==> src/rtl/phy_strap_pkg.sv <==
package phy_strap_pkg;
  localparam int REG_W      = 16;
  localparam int ADDR_W     = 5;
  localparam int NUM_SLOTS  = 12;
  localparam int SLOT_W     = 4;
  localparam int SYNC_DEPTH = 2;
  localparam int SPEED_BIT  = 13;
  localparam int AN_BIT     = 12;
  localparam int DUPLEX_BIT = 8;
  localparam int FIBER_BIT  = 2;
  localparam int CTRL_SLOT  = 0;   // register 0
  localparam int MODE_SLOT  = 10;  // register 19

  typedef struct packed {
    logic speed;
    logic an_en;
    logic duplex;
    logic fiber;
  } port_cfg_t;

  // Fiber select overrides the global twisted-pair straps
  function automatic port_cfg_t resolve_cfg(input logic an, input logic spd,
                                            input logic dpx, input logic fib,
                                            input logic fib_fdx);
    port_cfg_t c;
    if (fib) begin
      c.speed = 1'b1; c.an_en = 1'b0; c.duplex = fib_fdx; c.fiber = 1'b1;
    end else begin
      c.speed = spd;  c.an_en = an;   c.duplex = dpx;     c.fiber = 1'b0;
    end
    return c;
  endfunction

  function automatic logic addr_implemented(input logic [ADDR_W-1:0] a);
    return (a <= 5'd6) || ((a >= 5'd16) && (a <= 5'd20));
  endfunction

  function automatic logic [SLOT_W-1:0] addr_slot(input logic [ADDR_W-1:0] a);
    logic [ADDR_W-1:0] t;
    t = (a <= 5'd6) ? a : (a - 5'd9);
    return t[SLOT_W-1:0];
  endfunction
endpackage

==> src/rtl/strap_sync.sv <==
module strap_sync #(
  parameter int WIDTH  = 1,
  parameter int STAGES = 2
) (
  input  logic             clk,
  input  logic             rst_n,
  input  logic [WIDTH-1:0] d_i,
  output logic [WIDTH-1:0] q_o
);
  logic [WIDTH-1:0] stage [STAGES];

  always_ff @(posedge clk or negedge rst_n) begin
    if (!rst_n) begin
      for (int i = 0; i < STAGES; i++) stage[i] <= '0;
    end else begin
      stage[0] <= d_i;
      for (int i = 1; i < STAGES; i++) stage[i] <= stage[i-1];
    end
  end

  assign q_o = stage[STAGES-1];
endmodule

==> src/rtl/strap_init.sv <==
module strap_init #(
  parameter int SETTLE = 2
) (
  input  logic clk,
  input  logic rst_n,
  output logic load_o,
  output logic done_o
);
  localparam int CNT_W = $clog2(SETTLE + 1);
  localparam logic [CNT_W-1:0] LAST = CNT_W'(SETTLE);

  logic [CNT_W-1:0] cnt;

  always_ff @(posedge clk or negedge rst_n) begin
    if (!rst_n) begin
      cnt    <= '0;
      done_o <= 1'b0;
    end else begin
      if (cnt != LAST) cnt <= cnt + 1'b1;
      if (load_o) done_o <= 1'b1;
    end
  end

  assign load_o = (cnt == LAST) && !done_o;

  // the preload fires a single time per reset
  assert_preload_once_R2: assert property (@(posedge clk) disable iff (!rst_n)
    done_o |=> (done_o && !load_o));
  assert_load_single_cycle_R2: assert property (@(posedge clk) disable iff (!rst_n)
    load_o |=> !load_o);
endmodule

==> src/rtl/strap_port_regs.sv <==
module strap_port_regs
  import phy_strap_pkg::*;
#(
  parameter int SLOTS = NUM_SLOTS
) (
  input  logic              clk,
  input  logic              rst_n,
  input  logic              track_i,
  input  logic              load_i,
  input  logic              wr_ok_i,
  input  logic [SLOT_W-1:0] wr_slot_i,
  input  logic [REG_W-1:0]  wr_data_i,
  input  port_cfg_t         cfg_i,
  input  logic [SLOT_W-1:0] rd_slot_i,
  output logic [REG_W-1:0]  rd_word_o,
  output port_cfg_t         cfg_o
);
  logic [REG_W-1:0] regs [SLOTS];

  always_ff @(posedge clk or negedge rst_n) begin
    if (!rst_n) begin
      for (int i = 0; i < SLOTS; i++) regs[i] <= '0;
    end else if (track_i || load_i) begin
      regs[CTRL_SLOT][SPEED_BIT]  <= cfg_i.speed;
      regs[CTRL_SLOT][AN_BIT]     <= cfg_i.an_en;
      regs[CTRL_SLOT][DUPLEX_BIT] <= cfg_i.duplex;
      regs[MODE_SLOT][FIBER_BIT]  <= cfg_i.fiber;
    end else if (wr_ok_i) begin
      regs[wr_slot_i] <= wr_data_i;
    end
  end

  assign rd_word_o    = regs[rd_slot_i];
  assign cfg_o.speed  = regs[CTRL_SLOT][SPEED_BIT];
  assign cfg_o.an_en  = regs[CTRL_SLOT][AN_BIT];
  assign cfg_o.duplex = regs[CTRL_SLOT][DUPLEX_BIT];
  assign cfg_o.fiber  = regs[MODE_SLOT][FIBER_BIT];

  // under pin tracking a fiber port runs at 100 Mb/s with auto-negotiation off
  assert_fiber_forces_R8: assert property (@(posedge clk) disable iff (!rst_n)
    track_i |=> (!cfg_o.fiber || (cfg_o.speed && !cfg_o.an_en)));

  // registers without strap fields never move under manual control
  for (genvar s = 0; s < SLOTS; s++) begin : g_hold
    if (s != CTRL_SLOT && s != MODE_SLOT) begin : g_chk
      assert_manual_hold_R5: assert property (@(posedge clk) disable iff (!rst_n)
        track_i |=> $stable(regs[s]));
    end
  end
endmodule

==> src/rtl/phy_strap_ctrl.sv <==
module phy_strap_ctrl
  import phy_strap_pkg::*;
#(
  parameter int NUM_PORTS = 4,
  parameter int PORT_W    = $clog2(NUM_PORTS)
) (
  input  logic                 clk,
  input  logic                 rst_n,
  input  logic                 mode_manual_pin,
  input  logic                 an_en_pin,
  input  logic                 speed_pin,
  input  logic                 duplex_pin,
  input  logic                 fiber_fdx_pin,
  input  logic [NUM_PORTS-1:0] fiber_sel_pin,
  input  logic                 wr_en,
  input  logic                 rd_req,
  input  logic [PORT_W-1:0]    port_sel,
  input  logic [ADDR_W-1:0]    reg_addr,
  input  logic [REG_W-1:0]     wr_data,
  output logic                 rd_valid,
  output logic [REG_W-1:0]     rd_data,
  output logic [NUM_PORTS-1:0] port_speed,
  output logic [NUM_PORTS-1:0] port_an_en,
  output logic [NUM_PORTS-1:0] port_duplex,
  output logic [NUM_PORTS-1:0] port_fiber
);
  localparam int STRAP_W = NUM_PORTS + 5;

  logic [STRAP_W-1:0]   strap_q;
  logic                 manual_s, an_s, spd_s, dpx_s, fdx_s;
  logic [NUM_PORTS-1:0] fib_s;
  logic                 init_load, init_done;
  logic                 addr_ok;
  logic [SLOT_W-1:0]    slot;
  logic [REG_W-1:0]     word   [NUM_PORTS];
  port_cfg_t            cfg_in [NUM_PORTS];
  port_cfg_t            cfg_out[NUM_PORTS];

  strap_sync #(.WIDTH(STRAP_W), .STAGES(SYNC_DEPTH)) u_sync (
    .clk (clk),
    .rst_n (rst_n),
    .d_i ({mode_manual_pin, an_en_pin, speed_pin, duplex_pin, fiber_fdx_pin, fiber_sel_pin}),
    .q_o (strap_q)
  );
  assign {manual_s, an_s, spd_s, dpx_s, fdx_s, fib_s} = strap_q;

  strap_init #(.SETTLE(SYNC_DEPTH)) u_init (
    .clk (clk),
    .rst_n (rst_n),
    .load_o (init_load),
    .done_o (init_done)
  );

  assign addr_ok = addr_implemented(reg_addr);
  assign slot    = addr_slot(reg_addr);

  for (genvar p = 0; p < NUM_PORTS; p++) begin : g_port
    assign cfg_in[p] = resolve_cfg(an_s, spd_s, dpx_s, fib_s[p], fdx_s);

    strap_port_regs u_regs (
      .clk (clk),
      .rst_n (rst_n),
      .track_i (manual_s),
      .load_i (init_load && !manual_s),
      .wr_ok_i (wr_en && addr_ok && init_done && !manual_s && (port_sel == PORT_W'(p))),
      .wr_slot_i (slot),
      .wr_data_i (wr_data),
      .cfg_i (cfg_in[p]),
      .rd_slot_i (slot),
      .rd_word_o (word[p]),
      .cfg_o (cfg_out[p])
    );

    assign port_speed[p]  = cfg_out[p].speed;
    assign port_an_en[p]  = cfg_out[p].an_en;
    assign port_duplex[p] = cfg_out[p].duplex;
    assign port_fiber[p]  = cfg_out[p].fiber;
  end

  always_ff @(posedge clk or negedge rst_n) begin
    if (!rst_n) begin
      rd_valid <= 1'b0;
      rd_data  <= '0;
    end else begin
      rd_valid <= rd_req;
      if (rd_req) rd_data <= addr_ok ? word[port_sel] : '0;
    end
  end

  // one-cycle read latency, no stray valid
  assert_rd_latency_R9: assert property (@(posedge clk) disable iff (!rst_n)
    rd_req |=> rd_valid);
  assert_no_stray_valid_R9: assert property (@(posedge clk) disable iff (!rst_n)
    !rd_req |=> !rd_valid);
  // unimplemented addresses read as zero
  assert_unimpl_read_zero_R10: assert property (@(posedge clk) disable iff (!rst_n)
    (rd_req && !addr_ok) |=> (rd_data == '0));
  // after the preload in management control, only writes move the outputs
  assert_mgmt_pins_ignored_R3: assert property (@(posedge clk) disable iff (!rst_n)
    (init_done && !manual_s && !wr_en) |=>
      ($stable(port_speed) && $stable(port_an_en) && $stable(port_duplex) && $stable(port_fiber)));
endmodule

==> config.mk <==
export PLATFORM = sky130hd
export DESIGN_NAME = phy_strap_ctrl
export DESIGN_NICKNAME = d
export VERILOG_FILES = /design/src/rtl/phy_strap_pkg.sv /design/src/rtl/strap_sync.sv /design/src/rtl/strap_init.sv /design/src/rtl/strap_port_regs.sv /design/src/rtl/phy_strap_ctrl.sv
export SDC_FILE = /design/constraint.sdc
export NUM_CORES = 1
export LEC_CHECK = 0
export BUFFER_PORTS_ARGS = -buffer_cell sky130_fd_sc_hd__buf_2
export CAP_MARGIN = 20
export CORE_ASPECT_RATIO = 2
export CORE_MARGIN = 5
export CORE_UTILIZATION = 35
export CTS_CLUSTER_DIAMETER = 80
export DETAILED_ROUTE_END_ITERATION = 10
export GPL_ROUTABILITY_DRIVEN = 0
export GPL_TIMING_DRIVEN = 0
export HOLD_SLACK_MARGIN = 0.08
export PLACE_DENSITY = 0.62
export SLEW_MARGIN = 15
export SYNTH_ARGS = -nofsm -noshare
export SYNTH_HDL_FRONTEND = slang
export SYNTH_SLANG_ARGS = --single-unit
==> constraint.sdc <==
create_clock -name clk -period 2 [get_ports clk]
set_input_delay 0.1 -clock clk [delete_from_list [all_inputs] [get_ports clk]]
set_output_delay 0.1 -clock clk [all_outputs]
set_load 0.01 [all_outputs]
==> summary.txt <==
Routing
  • DR pass1 iterations: 7
  • Post-detailed-route count of antenna-violating nets: 0
  • Initial drt markers: 2,502
  • WL final: 144,000 um
  • DR DRC count: 0
  • Vias per inst: 5.95
  • Wirelength per Cell: 32.7 um
  • DR vias: 26,120

Timing
  • Max_slew headroom: 0.250
  • Max-slew violations: 0
  • Min Tclk post-route: 2100 ps
  • Final hold vios: 50
  • Setup ws final: -102 ps
  • Slew @ Worst Pin: 1120 ps
  • Skew final: 15.2 ps
  • Setup_tns: -1030 ps
  • Crit share post-route: 1.05
  • Worst hold slack: -56.4 ps
  • RSZ-0062 raised after global routing: true
  • Setup-failing EPs final: 37
  • Max Fclk: 0.476 GHz

Synth
  • Synth area leaders: dfrtp_1, mux2_2, o22ai_1
  • Async S/R FF share, synth: 1.00
  • Yosys reg bits: 806
  • Post-synth EDFFs: 0
  • Synth cell types: 64
  • Synth Flop Type: dfrtp_1
  • Mapped cell area: 0.0358 sq mm
  • Most area-hungry cell type in the Yosys netlist: dfrtp_1
  • Post-Syn Instances: 2,744
  • YS warnings: 0
  • Syn Nets: 2,783
  • Area share of the leading cell type in the synthesized netlist: 0.564
  • Sequential cell area fraction in the yosys report: 0.564
  • Avg Inst Size Synth: 13.0 sq um

Cells and area
  • Nets: 3,024
  • Multi-input gate area: 0.0152 sq mm
  • Area Growth Syn to Fin: 22.5%
  • Fillers: 9,215
  • Cell Count, Final, Fillers Out: 4,388
  • Register area: 0.0202 sq mm
  • Share of cells above drive strength 1: 0.430

Flow run
  • Max-cap violations: 0

Power
  • Sw frac: 0.282
  • Switch Pwr: 10,700 uW
  • Sequential power share: 0.466
  • Power Density: 866 mW/mm^2
  • Design Power: 38,000 uW
  • Clk pwr share: 0.385
  • Int Pwr: 27,300 uW
  • Maximum vdd ir drop: 472 uV
  • Leak pwr: 0.0210 uW
  • Combinational power share: 0.149

Setup path
  • Crit path required time: 2480 ps
  • CP max stage delay: 630 ps
  • CP arrival: 2590 ps
  • CP Max Fanout: 10
  • Slowest-stage cell, CP: a222oi_1
  • Critical-path cell list: buf_4, or2_1, buf_6, mux2i_4, clkbuf_2, a222oi_1, nand2_1, a311oi_2, o41ai_2
  • Crit end category: register
  • Worst setup SP type: input port
  • Buffers plus inverters on the worst setup path: 3
  • Crit path kind: in2reg
  • CP top delay family: compound AO/OA/AOI/OAI gates

Clock network
  • Root Buffer: clkbuf_16
  • CTS tree: yes
  • Clk_lat worst skew: 660 ps
  • Clock Sinks: 806
  • Maximum buffer depth of the clock tree: 3
  • H-tree levels: 3
  • # hold bufs at CTS: 41
  • CTS Buf Count: 69
  • Worst-path clk slew: 70 ps

Floorplan
  • Cell Rows: 166
  • I/O Pins: 69
  • Die ar.: 0.109 sq mm
  • Starting Density: 0.351
  • Die height: 462 um
  • Die W: 236 um
  • Core box area: 0.102 sq mm

Placed design
  • PortBufs: 50
  • Dpl hpwl: 103,000 um
  • Inst Count DP: 4,149
  • Pre-CTS WS: -1920 ps

Global routing
  • Vias in the first global route: 27,159
  • Tot GR Track Use: 0.254
  • First-pass GRT wire length: 199,000 um
  • Antenna violations before repair: 5
  • Largest net degree at the start of global routing: 103
  • Overflow after GRT: 0

Outcome
  • Failing checks: hold timing, setup timing
  • Run status: finished, violations left

Hold path
  • Hold crit path type: in2async
## power by group through the flow
stage / Sequential (uW) / Clock [uW] / Combinational (uW)
2_1_floorplan: 17800 / 0 / 2550
3_3_place_gp: 17900 / 0 / 4610
3_5_place_dp: 17900 / 0 / 4730
4_1_cts: 17600 / 14700 / 5180
5_1_grt: 17700 / 15300 / 5870
6_report: 17700 / 14600 / 5670
## routing by layer
metal	share of wire	GRT usage
met3	0.064	0.0519
met4	0.12	0.242
met1	0.32	0.254
met2	0.49	0.437
met5	0.000077	0
## cell usage in the layout (no fill, tap or decap), types with 9 or more instances in the layout
cell type,n
dfrtp_1,806
mux2_2,650
o22ai_1,221
o21ai_0,125
clkbuf_1,99
buf_4,87
nand2_1,82
clkbuf_16,77
a21oi_1,63
buf_6,61
mux2_4,58
buf_2,54
a222oi_1,43
a22oi_1,41
o21ai_1,40
buf_12,37
dlygate4sd3_1,34
clkbuf_4,22
buf_16,19
buf_8,19
nor3_1,19
clkbuf_8,18
clkbuf_2,16
nand3_4,16
o22ai_2,16
a31oi_1,16
o211ai_1,15
nand2b_1,14
nand2_4,14
inv_1,13
a21o_1,12
a311oi_2,12
nand2_8,11
o221ai_1,11
clkinv_2,11
nor2_4,9
mux2_1,9
## state kept, by name, summed over array words and instances, names as in the netlist
| name | count |
|---|---|
| u_init.done_o | 1 |
| g_port.u_regs.cfg_o | 16 |
| u_init.cnt | 2 |
| rd_data | 16 |
| g_port.u_regs.regs | 752 |
| rd_valid | 1 |
| u_sync.q_o | 9 |
| u_sync.stage | 9 |
## path summary, 6_finish.rpt
check / endpoint / cells past startpoint / from / slack, ps
setup / recovery: rd_data[2] / 9 / reg_addr[4] / -100
hold / removal: g_port[1].u_regs.regs[154] / 7 / rst_n / -60
setup reg to reg: g_port[0].u_regs.regs[129] / 8 / u_sync.q_o[8] / -50
hold reg to reg: u_sync.q_o[4] / 0 / u_sync.stage[13] / 350
max in group asynchronous: g_port[0].u_regs.regs[147] / 10 / rst_n / 400
min in group clk: g_port[2].u_regs.regs[178] / 2 / wr_data[2] / 100
## cells by family after synthesis
group	Yosys count	synth area share
buf+inv	294	0.0388
fa+ha+maj	4	0.00136
xor+xnor	1	0.000245
simple gates	211	0.0370
flops	806	0.564
compound gates	702	0.127
mux	726	0.231
## Yosys cell counts (20+ instances only)
library cell / count
a21oi_1: 72
a222oi_1: 43
a22oi_1: 41
a311oi_1: 21
a31oi_1: 22
buf_2: 86
buf_4: 29
clkbuf_1: 145
dfrtp_1: 806
mux2_2: 677
mux2_4: 31
nand2_1: 83
nand2_2: 20
nor3_1: 24
o21ai_0: 174
o22ai_1: 238
## through the flow
step                hold WS [ps]  instance area [sq um]   util
floorplan                   -196                  36100      -
global placement             210                  38000  0.373
detailed placement          21.7                  38300  0.376
CTS                        -34.0                  42700  0.419
global route                3.86                  43800  0.430
finish                     -56.4                  43800  0.430
## area by class of cell
| cell class | instances | area share |
|---|---|---|
| sequential | 806 | 0.460 |
| tap | 1344 | 0.0384 |
| timing repair buffer | 176 | 0.0466 |
| inverter | 15 | 0.00151 |
| antenna | 5 | 0.000286 |
| clock inverter | 30 | 0.00888 |
| clock buffer | 95 | 0.0451 |
| buffer | 273 | 0.0519 |
| multi-input combinational | 1644 | 0.347 |
## what timing repair did
item,in CTS,in global routing
gates resized for setup,358,195
setup endpoints to repair,784,468
cloned,5,6
setup buffers,31,32
pin swaps,18,45
endpoints found under the hold margin,440,152
## worst min-delay path: cells and delay by family
kind,cells,cell delay (ps)
buffers and inverters,7,930
Power figures use the tool's default switching activity.
